==> src/rtl/nrx_pkg.sv <==
package nrx_pkg;

    typedef enum logic [2:0] {
        S_IDLE,
        S_REQ_LO,
        S_ACK_LO,
        S_REQ_HI,
        S_ACK_HI,
        S_EMIT,
        S_DONE
    } nrx_state_e;

    typedef enum logic [1:0] {
        ST_OK      = 2'd0,
        ST_TIMEOUT = 2'd1,
        ST_IOERR   = 2'd2
    } nrx_status_e;

    typedef struct packed {
        logic ack_n;
        logic busy;
        logic perror;
        logic select;
        logic fault_n;
    } nrx_pins_t;

    // Status-line to nibble mapping: fault_n is bit 0 and busy is bit 3.
    function automatic logic [3:0] nrx_pick_nibble(input nrx_pins_t p);
        return {p.busy, p.perror, p.select, p.fault_n};
    endfunction

endpackage

==> src/rtl/nrx_sync.sv <==
module nrx_sync #(
    parameter int unsigned W       = 5,
    parameter int unsigned STAGES  = 2,
    parameter logic [W-1:0] RST_VAL = '1
) (
    input  logic         clk,
    input  logic         rst_n,
    input  logic [W-1:0] d,
    output logic [W-1:0] q
);
    logic [STAGES-1:0][W-1:0] chain_q;

    always_ff @(posedge clk or negedge rst_n) begin
        if (!rst_n) chain_q <= {STAGES{RST_VAL}};
        else        chain_q <= {chain_q[STAGES-2:0], d};
    end

    assign q = chain_q[STAGES-1];

    initial begin
        if (STAGES < 2) $error("nrx_sync needs at least two stages");
    end
endmodule

==> src/rtl/nrx_timer.sv <==
module nrx_timer #(
    parameter int unsigned IDLE_CYCLES = 20000,
    parameter int unsigned RESP_CYCLES = 600
) (
    input  logic clk,
    input  logic rst_n,
    input  logic restart,
    input  logic use_idle,
    output logic expired
);
    localparam int unsigned MAX_LIM = (IDLE_CYCLES > RESP_CYCLES) ? IDLE_CYCLES : RESP_CYCLES;
    localparam int unsigned TW      = $clog2(MAX_LIM + 1);

    logic [TW-1:0] cnt_q;
    logic [TW-1:0] limit;

    assign limit   = use_idle ? TW'(IDLE_CYCLES) : TW'(RESP_CYCLES);
    assign expired = (cnt_q >= limit);

    always_ff @(posedge clk or negedge rst_n) begin
        if (!rst_n)              cnt_q <= '0;
        else if (restart)        cnt_q <= '0;
        else if (cnt_q < limit)  cnt_q <= cnt_q + TW'(1);
    end

    // a freshly restarted wait can never report expiry on the next cycle
    a_r5_restart_clears: assert property (@(posedge clk) disable iff (!rst_n)
        restart |=> !expired);

    initial begin
        if (IDLE_CYCLES < 2 || RESP_CYCLES < 2) $error("nrx_timer limits must be at least 2");
    end
endmodule

==> src/rtl/nrx_assemble.sv <==
module nrx_assemble (
    input  logic       clk,
    input  logic       rst_n,
    input  logic       load_lo,
    input  logic       load_hi,
    input  logic [3:0] nibble,
    output logic [7:0] byte_o
);
    localparam int unsigned HALVES = 2;
    localparam int unsigned HW     = 4;

    logic [HALVES-1:0] load_vec;
    assign load_vec = {load_hi, load_lo};

    for (genvar h = 0; h < HALVES; h++) begin : g_half
        logic [HW-1:0] half_q;
        always_ff @(posedge clk or negedge rst_n) begin
            if (!rst_n)         half_q <= '0;
            else if (load_vec[h]) half_q <= nibble;
        end
        assign byte_o[h*HW +: HW] = half_q;
    end

    // the byte only changes on a nibble capture
    a_r3_hold_between_loads: assert property (@(posedge clk) disable iff (!rst_n)
        (!load_lo && !load_hi) |=> $stable(byte_o));
endmodule

==> src/rtl/nrx_fsm.sv <==
module nrx_fsm
    import nrx_pkg::*;
#(
    parameter int unsigned CNT_W = 16
) (
    input  logic             clk,
    input  logic             rst_n,
    input  logic             start,
    input  logic [CNT_W-1:0] req_count,
    input  logic             ack_n_s,
    input  logic             tmo_expired,
    input  logic             byte_ready,
    output logic             tmo_restart,
    output logic             tmo_use_idle,
    output logic             load_lo,
    output logic             load_hi,
    output logic             autofd_n,
    output logic             byte_valid,
    output logic             done,
    output nrx_status_e      status,
    output logic [CNT_W-1:0] count
);
    nrx_state_e       state_q, state_d;
    nrx_status_e      status_q, status_d;
    logic [CNT_W-1:0] cnt_q, req_q;
    logic [CNT_W-1:0] cnt_nx;

    assign cnt_nx = cnt_q + CNT_W'(1);

    // next-state and capture strobes
    always_comb begin
        state_d  = state_q;
        status_d = status_q;
        load_lo  = 1'b0;
        load_hi  = 1'b0;
        unique case (state_q)
            S_IDLE: begin
                if (start) begin
                    status_d = ST_OK;
                    state_d  = (req_count == '0) ? S_DONE : S_REQ_LO;
                end
            end
            S_REQ_LO: begin
                if (!ack_n_s) begin
                    load_lo = 1'b1;
                    state_d = S_ACK_LO;
                end else if (tmo_expired) begin
                    status_d = ST_TIMEOUT;
                    state_d  = S_DONE;
                end
            end
            S_ACK_LO: begin
                if (ack_n_s) begin
                    state_d = S_REQ_HI;
                end else if (tmo_expired) begin
                    status_d = ST_TIMEOUT;
                    state_d  = S_DONE;
                end
            end
            S_REQ_HI: begin
                if (!ack_n_s) begin
                    load_hi = 1'b1;
                    state_d = S_ACK_HI;
                end else if (tmo_expired) begin
                    status_d = ST_TIMEOUT;
                    state_d  = S_DONE;
                end
            end
            S_ACK_HI: begin
                if (ack_n_s) begin
                    state_d = S_EMIT;
                end else if (tmo_expired) begin
                    status_d = ST_IOERR;
                    state_d  = S_DONE;
                end
            end
            S_EMIT: begin
                if (byte_ready) state_d = (cnt_nx == req_q) ? S_DONE : S_REQ_LO;
            end
            S_DONE: begin
                state_d = S_IDLE;
            end
            default: begin
                state_d = S_IDLE;
            end
        endcase
    end

    // state register
    always_ff @(posedge clk or negedge rst_n) begin
        if (!rst_n) state_q <= S_IDLE;
        else        state_q <= state_d;
    end

    // transfer bookkeeping that the outputs report
    always_ff @(posedge clk or negedge rst_n) begin
        if (!rst_n) begin
            status_q <= ST_OK;
            cnt_q    <= '0;
            req_q    <= '0;
        end else begin
            status_q <= status_d;
            if (state_q == S_IDLE && start) begin
                req_q <= req_count;
                cnt_q <= '0;
            end else if (state_q == S_EMIT && byte_ready) begin
                cnt_q <= cnt_nx;
            end
        end
    end

    // outputs decoded from the state register
    always_comb begin
        autofd_n     = 1'b1;
        byte_valid   = 1'b0;
        done         = 1'b0;
        tmo_use_idle = 1'b0;
        unique case (state_q)
            S_REQ_LO: begin
                autofd_n     = 1'b0;
                tmo_use_idle = 1'b1;
            end
            S_REQ_HI: autofd_n   = 1'b0;
            S_EMIT:   byte_valid = 1'b1;
            S_DONE:   done       = 1'b1;
            default:  ;
        endcase
    end

    assign tmo_restart = (state_d != state_q);
    assign status      = status_q;
    assign count       = cnt_q;

    // completion is a single-cycle pulse
    a_r10_done_single: assert property (@(posedge clk) disable iff (!rst_n)
        done |=> !done);

    // a clean finish reports exactly the requested count
    a_r10_ok_full_count: assert property (@(posedge clk) disable iff (!rst_n)
        (done && status_q == ST_OK) |-> (cnt_q == req_q));

    // an offered byte is not withdrawn
    a_r9_valid_held: assert property (@(posedge clk) disable iff (!rst_n)
        (byte_valid && !byte_ready) |=> byte_valid);

    // I/O error only comes from the final acknowledge wait
    a_r8_ioerr_source: assert property (@(posedge clk) disable iff (!rst_n)
        (done && status_q == ST_IOERR) |-> ($past(state_q) == S_ACK_HI));

    // timeout only comes from the earlier waits
    a_r6_timeout_source: assert property (@(posedge clk) disable iff (!rst_n)
        (done && status_q == ST_TIMEOUT) |->
            ($past(state_q) == S_REQ_LO || $past(state_q) == S_ACK_LO || $past(state_q) == S_REQ_HI));

    // the high-nibble request follows a released acknowledge
    a_r4_release_before_hi: assert property (@(posedge clk) disable iff (!rst_n)
        (state_q == S_REQ_HI && $past(state_q) == S_ACK_LO) |-> $past(ack_n_s));
endmodule

==> src/rtl/nib_rev_rx.sv <==
module nib_rev_rx
    import nrx_pkg::*;
#(
    parameter int unsigned IDLE_CYCLES = 20000,
    parameter int unsigned RESP_CYCLES = 600,
    parameter int unsigned CNT_W       = 16,
    parameter int unsigned SYNC_STAGES = 2
) (
    input  logic             clk,
    input  logic             rst_n,
    input  logic             start,
    input  logic [CNT_W-1:0] req_count,
    input  logic             ack_n_i,
    input  logic             fault_n_i,
    input  logic             select_i,
    input  logic             perror_i,
    input  logic             busy_i,
    output logic             autofd_n_o,
    output logic             strobe_n_o,
    output logic             selectin_n_o,
    output logic [7:0]       byte_data,
    output logic             byte_valid,
    input  logic             byte_ready,
    output logic             done_o,
    output logic [1:0]       done_status,
    output logic [CNT_W-1:0] done_count
);
    localparam int unsigned PIN_W = $bits(nrx_pins_t);

    nrx_pins_t   pins_raw, pins_s;
    logic        tmo_restart, tmo_use_idle, tmo_expired;
    logic        load_lo, load_hi;
    nrx_status_e status;

    assign pins_raw = '{ack_n: ack_n_i, busy: busy_i, perror: perror_i,
                        select: select_i, fault_n: fault_n_i};

    nrx_sync #(.W(PIN_W), .STAGES(SYNC_STAGES), .RST_VAL('1)) u_sync (
        .clk  (clk),
        .rst_n(rst_n),
        .d    (pins_raw),
        .q    (pins_s)
    );

    nrx_timer #(.IDLE_CYCLES(IDLE_CYCLES), .RESP_CYCLES(RESP_CYCLES)) u_timer (
        .clk     (clk),
        .rst_n   (rst_n),
        .restart (tmo_restart),
        .use_idle(tmo_use_idle),
        .expired (tmo_expired)
    );

    nrx_assemble u_asm (
        .clk    (clk),
        .rst_n  (rst_n),
        .load_lo(load_lo),
        .load_hi(load_hi),
        .nibble (nrx_pick_nibble(pins_s)),
        .byte_o (byte_data)
    );

    nrx_fsm #(.CNT_W(CNT_W)) u_fsm (
        .clk         (clk),
        .rst_n       (rst_n),
        .start       (start),
        .req_count   (req_count),
        .ack_n_s     (pins_s.ack_n),
        .tmo_expired (tmo_expired),
        .byte_ready  (byte_ready),
        .tmo_restart (tmo_restart),
        .tmo_use_idle(tmo_use_idle),
        .load_lo     (load_lo),
        .load_hi     (load_hi),
        .autofd_n    (autofd_n_o),
        .byte_valid  (byte_valid),
        .done        (done_o),
        .status      (status),
        .count       (done_count)
    );

    assign done_status  = status;
    assign strobe_n_o   = 1'b1;
    assign selectin_n_o = 1'b1;

    // a stalled byte keeps its value and the host asks for nothing
    a_r9_stall_quiet: assert property (@(posedge clk) disable iff (!rst_n)
        (byte_valid && !byte_ready) |=> (autofd_n_o && $stable(byte_data)));

    // a capture happens only while a request is out
    a_r3_capture_on_request: assert property (@(posedge clk) disable iff (!rst_n)
        (load_lo || load_hi) |-> !autofd_n_o);
endmodule

==> config.mk <==
export PLATFORM = sky130hd
export DESIGN_NAME = nib_rev_rx
export DESIGN_NICKNAME = d
export VERILOG_FILES = /design/src/rtl/nrx_pkg.sv /design/src/rtl/nrx_sync.sv /design/src/rtl/nrx_timer.sv /design/src/rtl/nrx_assemble.sv /design/src/rtl/nrx_fsm.sv /design/src/rtl/nib_rev_rx.sv
export SDC_FILE = /design/constraint.sdc
export NUM_CORES = 1
export LEC_CHECK = 0
export BUFFER_PORTS_ARGS = -buffer_cell sky130_fd_sc_hd__buf_2
export CAP_MARGIN = 20
export CORE_ASPECT_RATIO = 0.9
export CORE_MARGIN = 1.5
export CORE_UTILIZATION = 52
export CTS_CLUSTER_SIZE = 12
export DETAILED_ROUTE_END_ITERATION = 7
export GPL_TIMING_DRIVEN = 0
export PLACE_DENSITY = 0.87
export SKIP_CTS_REPAIR_TIMING = 1
export SYNTH_ARGS = -nofsm -noshare
export SYNTH_HDL_FRONTEND = slang
export SYNTH_SLANG_ARGS = --single-unit
==> constraint.sdc <==
create_clock -name clk -period 3.05 [get_ports clk]
set_input_delay 0.4575 -clock clk [delete_from_list [all_inputs] [get_ports clk]]
set_output_delay 0.4575 -clock clk [all_outputs]
set_load 0.1 [all_outputs]
==> results.toml <==
[run_status]
outcome = "finished, final reports clean"

[timing]
worst_pin_slew_ns = 0.8744
setup_viol = 0
rsz0062_at_grt = "no"
maxSlewHeadroom_pct = 41.71
hold_viol_final = 0
finClkSkew_ns = 0.01305
period_needed_ns = 2.968
clock.fmax_mhz = 337.0
fin_crit_sh_pct = 97.30
setup_tns_ns = 0
final.setup.worst_slack_ns = 0.08224
drv_slew = 0

[logic_synthesis]
yosysTopAreaCellShare_pct = 37.26
ys.flop_type = "dfrtp_1"
synth_area_leaders = "dfrtp_1 (37%), nand2_1 (8.7%), dfstp_2 (6.5%)"
syn_area_per_cell_um2 = 9.159
synth_cell_types = 63
synth-seq-area-share_pct = 43.78
ys_ff_latch = 70
syn_area_um2 = 4030
synth_area_leader_cell = "dfrtp_1"
postSynthCellCount = 440
ys_warn_count = 0
async_flop_share_pct = 100.0
synth-edff-count = 0

[floorplanning]
initial_core_util_pct = 53.68
die_area_um2 = 8288
fp.dieW_um = 95.80
die_y_um = 86.52
rows = 30
core-area_um2 = 7507
io_pins = 56

[detailed_routing]
drc_errors = 0
vias = 3544
wl_per_cell_um = 16.10
drt_iter0_markers = 153
wl_mm = 9.934
firstDrtPassIters = 4
via_per_inst = 5.744
ant_nets = 0

[layout]
nets = 551
final_common_cell = "nand2_1"
most-common-layout-cells = "nand2_1 (93), dfrtp_1 (59), buf_2 (56)"
num-fill-cells = 611
drive_above_1_share_pct = 24.57
syn_to_final_growth_pct = 17.48
antenna_cells = 0

[worst_setup_path]
crit_type = "register to register"
crit_path_max_fanout = 10
endpoint_kind = "register"
startpoint_type = "register"
cp.required_ns = 3.32
worst_ep_arrival_time_ns = 3.23

[grt]
overflow = 0
grt_pass1_vias = 3376
grt_pass1_wl_mm = 15.75
grtUsageTotal_pct = 24.81
grt_antenna_before_repair = 0
grt_max_degree = 71

[clocking]
ctsLongestPathBuffers = 2
path_clk_slew_ns = 0.08
cts_buffers = 9
ctsHtreeMaxLevel = 3
clock_latency_ns = 0.35
cts-root-buf = "clkbuf_8"
cts_tree = "done"
cts_sinks = 70

[pwr]
ir_worst_vdd_mv = 0.9430
power_density_nw_per_um2 = 826.4
p_leak_nw = 2.221
totalPowerFinal_mw = 3.913

[min_path]
hold_class = "input port to register"

[placement]
gp_congestion = 0.9662
post-place-ws_ns = -0.09798
io_buffers = 53
hpwl_mm = 6.910

[run]
maxCapViolations = 0
==> flip-flops by register name (all words and copies together), names as in the netlist <==
| register | count |
|---|---|
| u_fsm.state_q | 3 |
| u_fsm.req_q | 16 |
| u_fsm.status | 2 |
| u_timer.cnt_q | 15 |
| u_sync.chain_q | 5 |
| u_asm.g_half.half_q | 8 |
| u_sync.q | 5 |
| u_fsm.count | 16 |
==> layer usage <==
layer | vias to the layer above | wire length, µm | track usage, %
met5 | - | 0 | 0
met4 | 0 | 268 | 9.492
met3 | 27 | 583 | 5.263
met2 | 135 | 4928 | 42.13
met1 | 1703 | 4154 | 30.77
li1 | 1679 | - | -
==> Yosys cell counts (all sizes together) (12+ instances only) <==
library cell	n
nand2	94
dfrtp	60
nor2	34
o21ai	28
xor2	20
xnor2	15
nand3	14
a21oi	13
nor3	13
buf	12
nor4	12
==> critical path: stages (launching register included) <==
cell	delay, ns
dfrtp_1	0.40
buf_6	0.15
nand2b_4	0.08
nand2b_4	0.17
inv_2	0.07
ha_4	0.23
a2111oi_4	0.30
nor2_1	0.09
o32a_4	0.37
nor2_4	0.17
o21ai_0	0.14
o31a_1	0.40
buf_4	0.18
nor2_1	0.12
==> final timing paths <==
check / startpoint / cells past startpoint / endpoint / slack (ns)
setup / recovery: u_fsm.state_q[0] / 13 / u_timer.cnt_q[0] / 0.08
hold / removal: perror_i / 1 / u_sync.chain_q[2] / 0.20
min in group asynchronous: rst_n / 1 / u_fsm.count[3] / 0.21
max in group asynchronous: rst_n / 1 / u_fsm.state_q[1] / 2.22
hold reg to reg: u_sync.chain_q[0] / 0 / u_sync.q[0] / 0.34
setup reg to reg: u_fsm.state_q[0] / 13 / u_timer.cnt_q[0] / 0.08
==> stage by stage <==
step	area, µm²	util [%]	instances	hold slack, ns
finish	4735	63.07	617	0.1977
global route	4735	63.07	617	0.1745
CTS	4604	61.33	606	0.1827
detailed placement	4437	59.10	590	0.3468
global placement	4434	59.07	590	0.3460
floorplan	4049	-	441	0.1619
==> cell families after synthesis <==
logic type	Yosys count	synth area share [%]
AND/OR/NAND/NOR	204	24.15
multiplexers	10	2.763
buffers and inverters	32	4.781
adder cells (fa/ha/maj)	10	3.105
flip-flops	70	43.78
AO/OA/AOI/OAI	77	13.13
XOR/XNOR	36	8.196
other	1	0.09305
==> area by class of cell <==
type,count,area [µm²],area share [%]
repair buffers,64,350.3,7.400
clock buffers,12,145.1,3.066
inverters,9,37.54,0.7928
plain buffers,23,168.9,3.568
multi-input cells,339,2125,44.87
well taps,96,120.1,2.537
flip-flops and latches,70,1765,37.29
clock inverters,4,22.52,0.4757
==> where the power goes <==
group	switching (mW)	total, mW	internal [mW]
Combinational	1.31	1.93	0.621
Clock	0.362	0.677	0.314
Sequential	0.169	1.30	1.14
Total	1.84	3.91	2.07
No activity file was read; power rests on OpenSTA's default activity.
